`src/rtl/gpio_irq_bank.sv`:
```
module gpio_irq_bank #(
  parameter int W  = 16,
  parameter int AW = 4
) (
  input  logic          clk,
  input  logic          rst_n,
  input  logic          reg_wr,
  input  logic [AW-1:0] reg_addr,
  input  logic [W-1:0]  reg_wdata,
  output logic [W-1:0]  reg_rdata,
  input  logic [W-1:0]  pin_in,
  output logic [W-1:0]  pin_out,
  output logic [W-1:0]  pin_oe,
  output logic [W-1:0]  pin_alt,
  output logic          irq_req
);
  localparam logic [AW-1:0] A_DIR  = AW'(0);
  localparam logic [AW-1:0] A_OUT  = AW'(1);
  localparam logic [AW-1:0] A_ALT  = AW'(2);
  localparam logic [AW-1:0] A_MASK = AW'(3);
  localparam logic [AW-1:0] A_TRIG = AW'(4);
  localparam logic [AW-1:0] A_EDGE = AW'(5);
  localparam logic [AW-1:0] A_LVL  = AW'(6);
  localparam logic [AW-1:0] A_PIN  = AW'(7);
  localparam logic [AW-1:0] A_STAT = AW'(8);

  logic [W-1:0] dir_q, out_q, alt_q, mask_q, trig_q, edge_q, lvl_q, stat_q;
  logic [W-1:0] meta_q, sync_q, prev_q;
  logic [W-1:0] edge_ev, lvl_ev, ev;

  always_ff @(posedge clk or negedge rst_n) begin
    if (!rst_n) begin
      meta_q <= '0;
      sync_q <= '0;
      prev_q <= '0;
    end else begin
      meta_q <= pin_in;
      sync_q <= meta_q;
      prev_q <= sync_q;
    end
  end

  assign edge_ev = trig_q & ((edge_q & sync_q & ~prev_q) | (~edge_q & ~sync_q & prev_q));
  assign lvl_ev  = ~trig_q & ~(sync_q ^ lvl_q);
  assign ev      = edge_ev | lvl_ev;

  always_ff @(posedge clk or negedge rst_n) begin
    if (!rst_n) begin
      dir_q  <= '0;
      out_q  <= '0;
      alt_q  <= '0;
      mask_q <= '1;
      trig_q <= '0;
      edge_q <= '0;
      lvl_q  <= '0;
    end else if (reg_wr) begin
      case (reg_addr)
        A_DIR:   dir_q  <= reg_wdata;
        A_OUT:   out_q  <= reg_wdata;
        A_ALT:   alt_q  <= reg_wdata;
        A_MASK:  mask_q <= reg_wdata;
        A_TRIG:  trig_q <= reg_wdata;
        A_EDGE:  edge_q <= reg_wdata;
        A_LVL:   lvl_q  <= reg_wdata;
        default: ;
      endcase
    end
  end

  always_ff @(posedge clk or negedge rst_n) begin
    if (!rst_n) stat_q <= '0;
    else if (reg_wr && reg_addr == A_STAT) stat_q <= (stat_q & reg_wdata) | ev;
    else stat_q <= stat_q | ev;
  end

  always_comb begin
    case (reg_addr)
      A_DIR:   reg_rdata = dir_q;
      A_OUT:   reg_rdata = out_q;
      A_ALT:   reg_rdata = alt_q;
      A_MASK:  reg_rdata = mask_q;
      A_TRIG:  reg_rdata = trig_q;
      A_EDGE:  reg_rdata = edge_q;
      A_LVL:   reg_rdata = lvl_q;
      A_PIN:   reg_rdata = sync_q;
      A_STAT:  reg_rdata = stat_q;
      default: reg_rdata = '0;
    endcase
  end

  assign pin_oe  = dir_q;
  assign pin_out = out_q;
  assign pin_alt = alt_q;
  assign irq_req = |(stat_q & ~mask_q);


  dir_hold_chk: assert property (@(posedge clk) disable iff (!rst_n)
    !(reg_wr && reg_addr == A_DIR) |=> $stable(pin_oe));


  unused_wr_chk: assert property (@(posedge clk) disable iff (!rst_n)
    (reg_wr && (reg_addr > A_STAT || reg_addr == A_PIN))
      |=> $stable({dir_q, out_q, alt_q, mask_q, trig_q, edge_q, lvl_q}));


  stat_clear_chk: assert property (@(posedge clk) disable iff (!rst_n)
    (reg_wr && reg_addr == A_STAT && reg_wdata == '0 && ev == '0) |=> stat_q == '0);


  event_wins_chk: assert property (@(posedge clk) disable iff (!rst_n)
    (ev != '0) |=> ((stat_q & $past(ev)) == $past(ev)));


  no_spurious_set_chk: assert property (@(posedge clk) disable iff (!rst_n)
    ((stat_q & ~$past(stat_q) & ~$past(ev)) == '0));


  masked_quiet_chk: assert property (@(posedge clk) disable iff (!rst_n)
    (mask_q == '1) |-> !irq_req);
endmodule

```
`config.mk`:
```
export PLATFORM = sky130hd
export DESIGN_NAME = gpio_irq_bank
export DESIGN_NICKNAME = d
export VERILOG_FILES = /design/src/rtl/gpio_irq_bank.sv
export SDC_FILE = /design/constraint.sdc
export NUM_CORES = 1
export LEC_CHECK = 0
export CAP_MARGIN = 20
export CORE_MARGIN = 2
export CORE_UTILIZATION = 25
export CTS_BUF_LIST = sky130_fd_sc_hd__clkbuf_16
export DETAILED_ROUTE_END_ITERATION = 10
export PLACE_DENSITY = 0.48
export SLEW_MARGIN = 15
export SYNTH_ARGS = -nofsm -noshare
export SYNTH_HDL_FRONTEND = slang
export SYNTH_SLANG_ARGS = --single-unit
```
`constraint.sdc`:
```
create_clock -name clk -period 3 [get_ports clk]
set_input_delay 0.45 -clock clk [delete_from_list [all_inputs] [get_ports clk]]
set_output_delay 0.45 -clock clk [all_outputs]
set_load 0.02 [all_outputs]
```
==> results of run 1 <==
sequential cells by signal, summed over array words and instances, names as in the netlist:
register and flops:
edge_q 16, lvl_q 16, mask_q 16, meta_q 16
pin_alt 16, pin_oe 16, pin_out 16, prev_q 16
stat_q 16, sync_q 16, trig_q 16
cell families (layout without fill, tap and decap cells):
logic type	count (synthesis)	count (layout)	synth area share
buffers and inverters	56	224	0.0340
AOI/OAI and AO/OA	140	140	0.127
and+or+nand+nor	105	105	0.0749
muxes	126	126	0.191
DFF	176	176	0.572
stage by stage:
step	cells	util	hold WS (ns)	total power, W
2_1_floorplan	603	-	0.154	0.00399
3_3_place_gp	1134	0.317	0.333	0.00477
3_5_place_dp	1134	0.317	0.335	0.00479
4_1_cts	1167	0.336	0.349	0.00704
5_1_grt	1167	0.337	0.351	0.00731
6_report	1167	0.337	0.346	0.00697
where the power goes:
group          switching [W]  total [W]  internal, W
sequential          0.000413    0.00321      0.00280
combinational       0.000680    0.00151     0.000827
clock               0.000950    0.00225      0.00130
timing repair:
action | 4_1_cts | 5_1_grt
hold buffers | 1 | 0
resized for setup | 21 | 8
pin swaps | 1 | 1
setup buffers | 0 | 0
setup endpoints to repair | 16 | 12
endpoints found under the hold margin | 27 | 0
worst max-delay path: stages:
cell and delay (ns):
clkdlybuf4s50_1 0.47, buf_6 0.15, and2b_1 0.19, and2_1 0.16, buf_12 0.16, a221oi_2 0.27, a21oi_1 0.13, buf_4 0.16
dlygate4sd2_1 0.31
cell type report:
| type | instances | area, um2 |
|---|---|---|
| multi-input combinational | 371 | 3060 |
| inverter | 32 | 120 |
| fill | 3039 | 20200 |
| clock buffer | 17 | 425 |
| sequential | 176 | 4420 |
| timing repair buffer | 160 | 1590 |
| tap | 396 | 495 |
| clock inverter | 15 | 158 |
Yosys cell counts (10+ instances only):
| cell | count | area (um2) |
|---|---|---|
| o22ai_1 | 20 | 125 |
| dfstp_2 | 16 | 420 |
| mux2_4 | 20 | 300 |
| mux2_2 | 95 | 1070 |
| a22o_1 | 13 | 114 |
| inv_1 | 32 | 120 |
| nand4_1 | 10 | 62.6 |
| a22oi_1 | 21 | 158 |
| o221ai_1 | 16 | 140 |
| mux2i_1 | 11 | 110 |
| nor2_1 | 12 | 45.0 |
| nand2_1 | 61 | 229 |
| a221oi_1 | 21 | 184 |
| o21ai_0 | 35 | 175 |
| dfrtp_1 | 160 | 4000 |
final timing paths:
| path | endpoint | depth (start not counted) | slack, ns | from |
|---|---|---|---|---|
| max | reg_rdata[1] | 9 | 0.09 | reg_addr[1] |
| min | sync_q[5] | 0 | 0.35 | meta_q[5] |
| max reg2reg | stat_q[8] | 4 | 2.01 | trig_q[8] |
| min reg2reg | sync_q[5] | 0 | 0.35 | meta_q[5] |
| max in group asynchronous | mask_q[5] | 3 | 1.68 | rst_n |
| min in group asynchronous | meta_q[15] | 2 | 0.55 | rst_n |
routing by layer:
metal  up-vias  routed length (um)
li1       2554                   -
met1      2825               10400
met2       130               11400
met3        30                 749
met4         0                 501
met5         -                   0
==> results.py, run 1 <==
metrics = {
    "grt": {
        "met1_layer_usage_reported_by_global_route": 0.194,
        "grt_start_max_net_pins": 61,
        "grt_pass1_wl_um": 36100,
        "global_route.usage.total": 0.146,
        "grt_busiest_layer": "met2",
        "groute.layer.met3.usage": 0.0235,
        "grt_antenna_before_repair": 0,
        "via_count_of_the_first_global_routing_pass": 5817,
        "grt_remaining_overflow": 0,
        "grtUsageMet2": 0.244,
    },
    "placed_design": {
        "place_congestion": 0.793,
        "dpl.hpwl_um": 16100,
        "place_area_um2": 9670,
        "dp_slack_ns": -0.321,
        "place.port_buffers": 103,
    },
    "synthesis": {
        "postSynthAreaPerCell_um2": 12.8,
        "synth_warnings": 0,
        "syn-num-nets": 642,
        "ys_dominant_reg_cell": "dfrtp_1",
        "synth.distinct_cells": 36,
        "ys_ff_latch": 176,
        "async_reset_ff_frac": 1.00,
        "synth.cell_area_um2": 7730,
        "synth_seq_area_share": 0.572,
        "syn_inst": 603,
        "number_of_flops_mapped_to_enable_cells_by_yosys": 0,
    },
    "setup_path": {
        "cp_max_fo": 11,
        "worstSetupPathType": "in2out",
        "timing.critical_path.to_type": "primary output",
        "worstSetupStartpointType": "primary input",
        "crit_arrival_ns": 2.46,
        "worst_ep_required_time_ns": 2.55,
    },
    "final_layout": {
        "finalInstanceArea_um2": 10300,
        "final_nets": 797,
        "syn2layout_area_growth_pct": 32.9,
        "layout.cells.most_common_list": "dfrtp_1 (160), mux2_2 (95), clkdlybuf4s50_1 (84), nand2_1 (61), buf_4 (44)",
        "antenna-diode-count": 0,
        "leading_cell_type_in_the_layout_fill_and_taps_excluded": "dfrtp_1",
        "layout-drive-gt1-share": 0.300,
    },
    "clock_network": {
        "cts_inserted_buffers": 17,
        "clk_pin_slew_ns": 0.07,
        "cts_tree": "done",
        "htree_num_levels": 4,
        "root_buffer_master": "clkbuf_16",
        "clk-insertion-delay-late_ns": 0.43,
        "cts_sinks": 176,
        "clock_path_buffers": 2,
    },
    "pwr": {
        "static-leakage-power_nw": 4.43,
        "vdd_ir_drop_max_v": 0.000394,
        "power.density_cell_area_nw_per_um2": 678,
    },
    "timing": {
        "timing.final.crit_share": 0.968,
        "setup_viol_count_final": 0,
        "finalWorstPathRequiredPeriod_ns": 2.91,
        "slew-limit-headroom": 0.625,
        "grt_setup_unrepaired": "no",
        "setup-tns-final_ns": 0,
        "worst_slew_pin_slew_ns": 0.561,
        "slew_viol_final": 0,
        "fin_ws_ns": 0.0948,
        "clock_skew_ns": 0.0122,
        "fmax_ghz": 0.344,
        "timing.final.hold_violations": 0,
    },
    "floorplanning": {
        "coreArea_um2": 30500,
        "fp-row-count": 64,
        "initial_core_util": 0.253,
        "floorplan.die_area_um2": 32300,
        "die_h_um": 180,
        "io_pins": 104,
        "die_width_um": 180,
    },
    "drt": {
        "post_drt_wl_per_cell_um": 19.8,
        "detail_route.first_pass.iterations": 5,
        "detail_route.vias_per_cell": 4.75,
        "vias": 5539,
        "wirelength_um": 23100,
        "drcViolationCount": 0,
        "drtAntennaViolNets": 0,
        "drt_iter0_drc": 395,
    },
    "run": {
        "cap_viol_max_count": 0,
    },
    "status": {
        "run_status": "finished clean",
    },
    "hold_path": {
        "min-delay-path-class": "reg2reg",
    },
}
Note: power is estimated with default switching activity, not from simulation.
==> inputs of run 2 (changes only) <==
PLACE_DENSITY = not set   (was 0.48)
PLACE_DENSITY_LB_ADDON = 0.15   (was not set)
==> results.py, run 2 (synthesized netlist as in run 1, its figures left out) <==
metrics = {
    "setup_path": {
        "crit_start": "reg_addr[3]",
        "cp_max_fo": 9,
        "crit_arrival_ns": 2.53,
        "reg2reg_depth": 4,
        "worst_ep_required_time_ns": 2.55,
        "reg2reg_to": "stat_q[13]",
        "timing.critical_path.to_type": "primary output",
        "worstSetupPathType": "in2out",
        "worst_r2r_startpoint": "trig_q[13]",
        "worstSetupStartpointType": "primary input",
        "setup.reg_to_reg.worst_slack_ns": 2.01,
    },
    "grt": {
        "via_count_of_the_first_global_routing_pass": 6162,
        "grt_antenna_before_repair": 0,
        "grt_start_max_net_pins": 74,
        "grt_remaining_overflow": 0,
        "global_route.usage.total": 0.149,
        "grt_pass1_wl_um": 36800,
    },
    "clock_network": {
        "clk_pin_slew_ns": 0.07,
        "cts_tree": "done",
        "cts_inserted_buffers": 17,
        "htree_num_levels": 4,
        "root_buffer_master": "clkbuf_16",
        "setup_fix_buffers_added_after_clock_tree_synthesis": 0,
        "clock_path_buffers": 2,
        "cts_hold_repair.buffers": 0,
        "cts_sinks": 176,
        "clk-insertion-delay-late_ns": 0.43,
    },
    "timing": {
        "finalWorstPathRequiredPeriod_ns": 2.98,
        "worst_slew_pin_slew_ns": 0.725,
        "setup_viol_count_final": 0,
        "grt_setup_unrepaired": "no",
        "fmax_ghz": 0.335,
        "clock_skew_ns": 0.00556,
        "slew-limit-headroom": 0.517,
        "timing.final.hold_violations": 0,
        "fin_ws_ns": 0.0188,
        "timing.final.crit_share": 0.994,
        "slew_viol_final": 0,
        "hold_ws_ns": 0.0231,
    },
    "pwr": {
        "static-leakage-power_nw": 4.38,
        "power.density_cell_area_nw_per_um2": 690,
        "vdd_ir_drop_max_v": 0.000394,
    },
    "final_layout": {
        "layout.cells.most_common_list": "dfrtp_1 (160), mux2_2 (95), clkdlybuf4s50_1 (86), nand2_1 (61), buf_4 (47)",
        "syn2layout_area_growth_pct": 31.8,
        "finalCoreUtilization": 0.334,
        "final_cell_count_no_fill": 1166,
        "antenna-diode-count": 0,
        "final_nets": 796,
        "filler_cells_inserted": 2982,
        "leading_cell_type_in_the_layout_fill_and_taps_excluded": "dfrtp_1",
        "layout-drive-gt1-share": 0.313,
    },
    "drt": {
        "detail_route.vias_per_cell": 4.89,
        "drt_iter0_drc": 408,
        "vias": 5700,
        "post_drt_wl_per_cell_um": 20.4,
        "drtAntennaViolNets": 0,
        "detail_route.first_pass.iterations": 4,
        "drcViolationCount": 0,
        "wirelength_um": 23800,
    },
    "floorplanning": {
        "floorplan.die_area_um2": 32300,
        "initial_core_util": 0.253,
        "fp-row-count": 64,
        "io_pins": 104,
        "die_h_um": 180,
        "die_width_um": 180,
        "coreArea_um2": 30500,
    },
    "placed_design": {
        "dp_slack_ns": -0.327,
        "place_congestion": 0.803,
        "dp_cells": 1134,
        "place.port_buffers": 103,
        "dpl.hpwl_um": 16500,
    },
    "status": {
        "run_status": "finished clean",
    },
    "hold_path": {
        "min-delay-path-class": "in2async",
    },
    "run": {
        "cap_viol_max_count": 0,
    },
}
==> run 2: cell types whose count changed in the layout (fill, tap and decap cells not counted), moves of 2 or more <==
cell / change
buf_4: +3
inv_6: +2
clkbuf_2: +10
buf_12: -2
inv_1: -2
dlymetal6s2s_1: -2
dlygate4sd2_1: -10
clkdlybuf4s50_1: +2
==> run 2: power by group <==
group | switching (W) | internal, W | leakage, nW
sequential | 0.000413 | 0.00280 | 2.05
combinational | 0.000698 | 0.000820 | 2.04
clock | 0.000987 | 0.00131 | 0.294
==> run 2: worst max-delay path by stage <==
stage,to,slack (ns)
global route,reg_rdata[8],0.0004
finish,reg_rdata[8],0.02
detailed placement,reg_rdata[9],-0.33
CTS,reg_rdata[15],0.004
global placement,reg_rdata[9],-0.33
floorplan,reg_rdata[1],0.65
==> run 2: cell type report <==
type	instances	area [um2]	share of cell area
timing repair buffer	159	1510	0.148
tap	396	495	0.0486
clock inverter	15	170	0.0167
multi-input combinational	371	3050	0.299
inverter	32	120	0.0118
clock buffer	17	425	0.0418
sequential	176	4420	0.434
==> run 2: metal layers <==
| metal | track usage | routed length [um] | vias up |
|---|---|---|---|
| met3 | 0.0326 | 1010 | 43 |
| met1 | 0.196 | 10800 | 2913 |
| met4 | 0.0569 | 659 | 0 |
| met2 | 0.239 | 11300 | 191 |
| li1 | - | - | 2553 |
| met5 | 0 | 0 | - |
==> run 2: critical path, cell delays in order <==
cell and delay (ns):
clkdlybuf4s50_1 0.44, buf_4 0.17, buf_4 0.18, or3_1 0.34, buf_4 0.18, nor2_1 0.12, a221oi_1 0.06, a21oi_1 0.25
clkdlybuf4s15_1 0.35
==> run 2: metrics by stage <==
step / cell area [um2] / power (W) / setup TNS (ns)
after floorplan: 7730 / 0.00399 / 0
after global placement: 9650 / 0.00475 / -4.51
after detailed placement: 9650 / 0.00480 / -3.96
after CTS: 10200 / 0.00712 / 0
after global routing: 10200 / 0.00737 / 0
final: 10200 / 0.00703 / 0
==> run 2: repair_timing <==
item	in CTS	in global routing
endpoints found under the setup margin	16	14
resized for setup	21	22
pin swaps	0	1
endpoints found under the hold margin	0	0
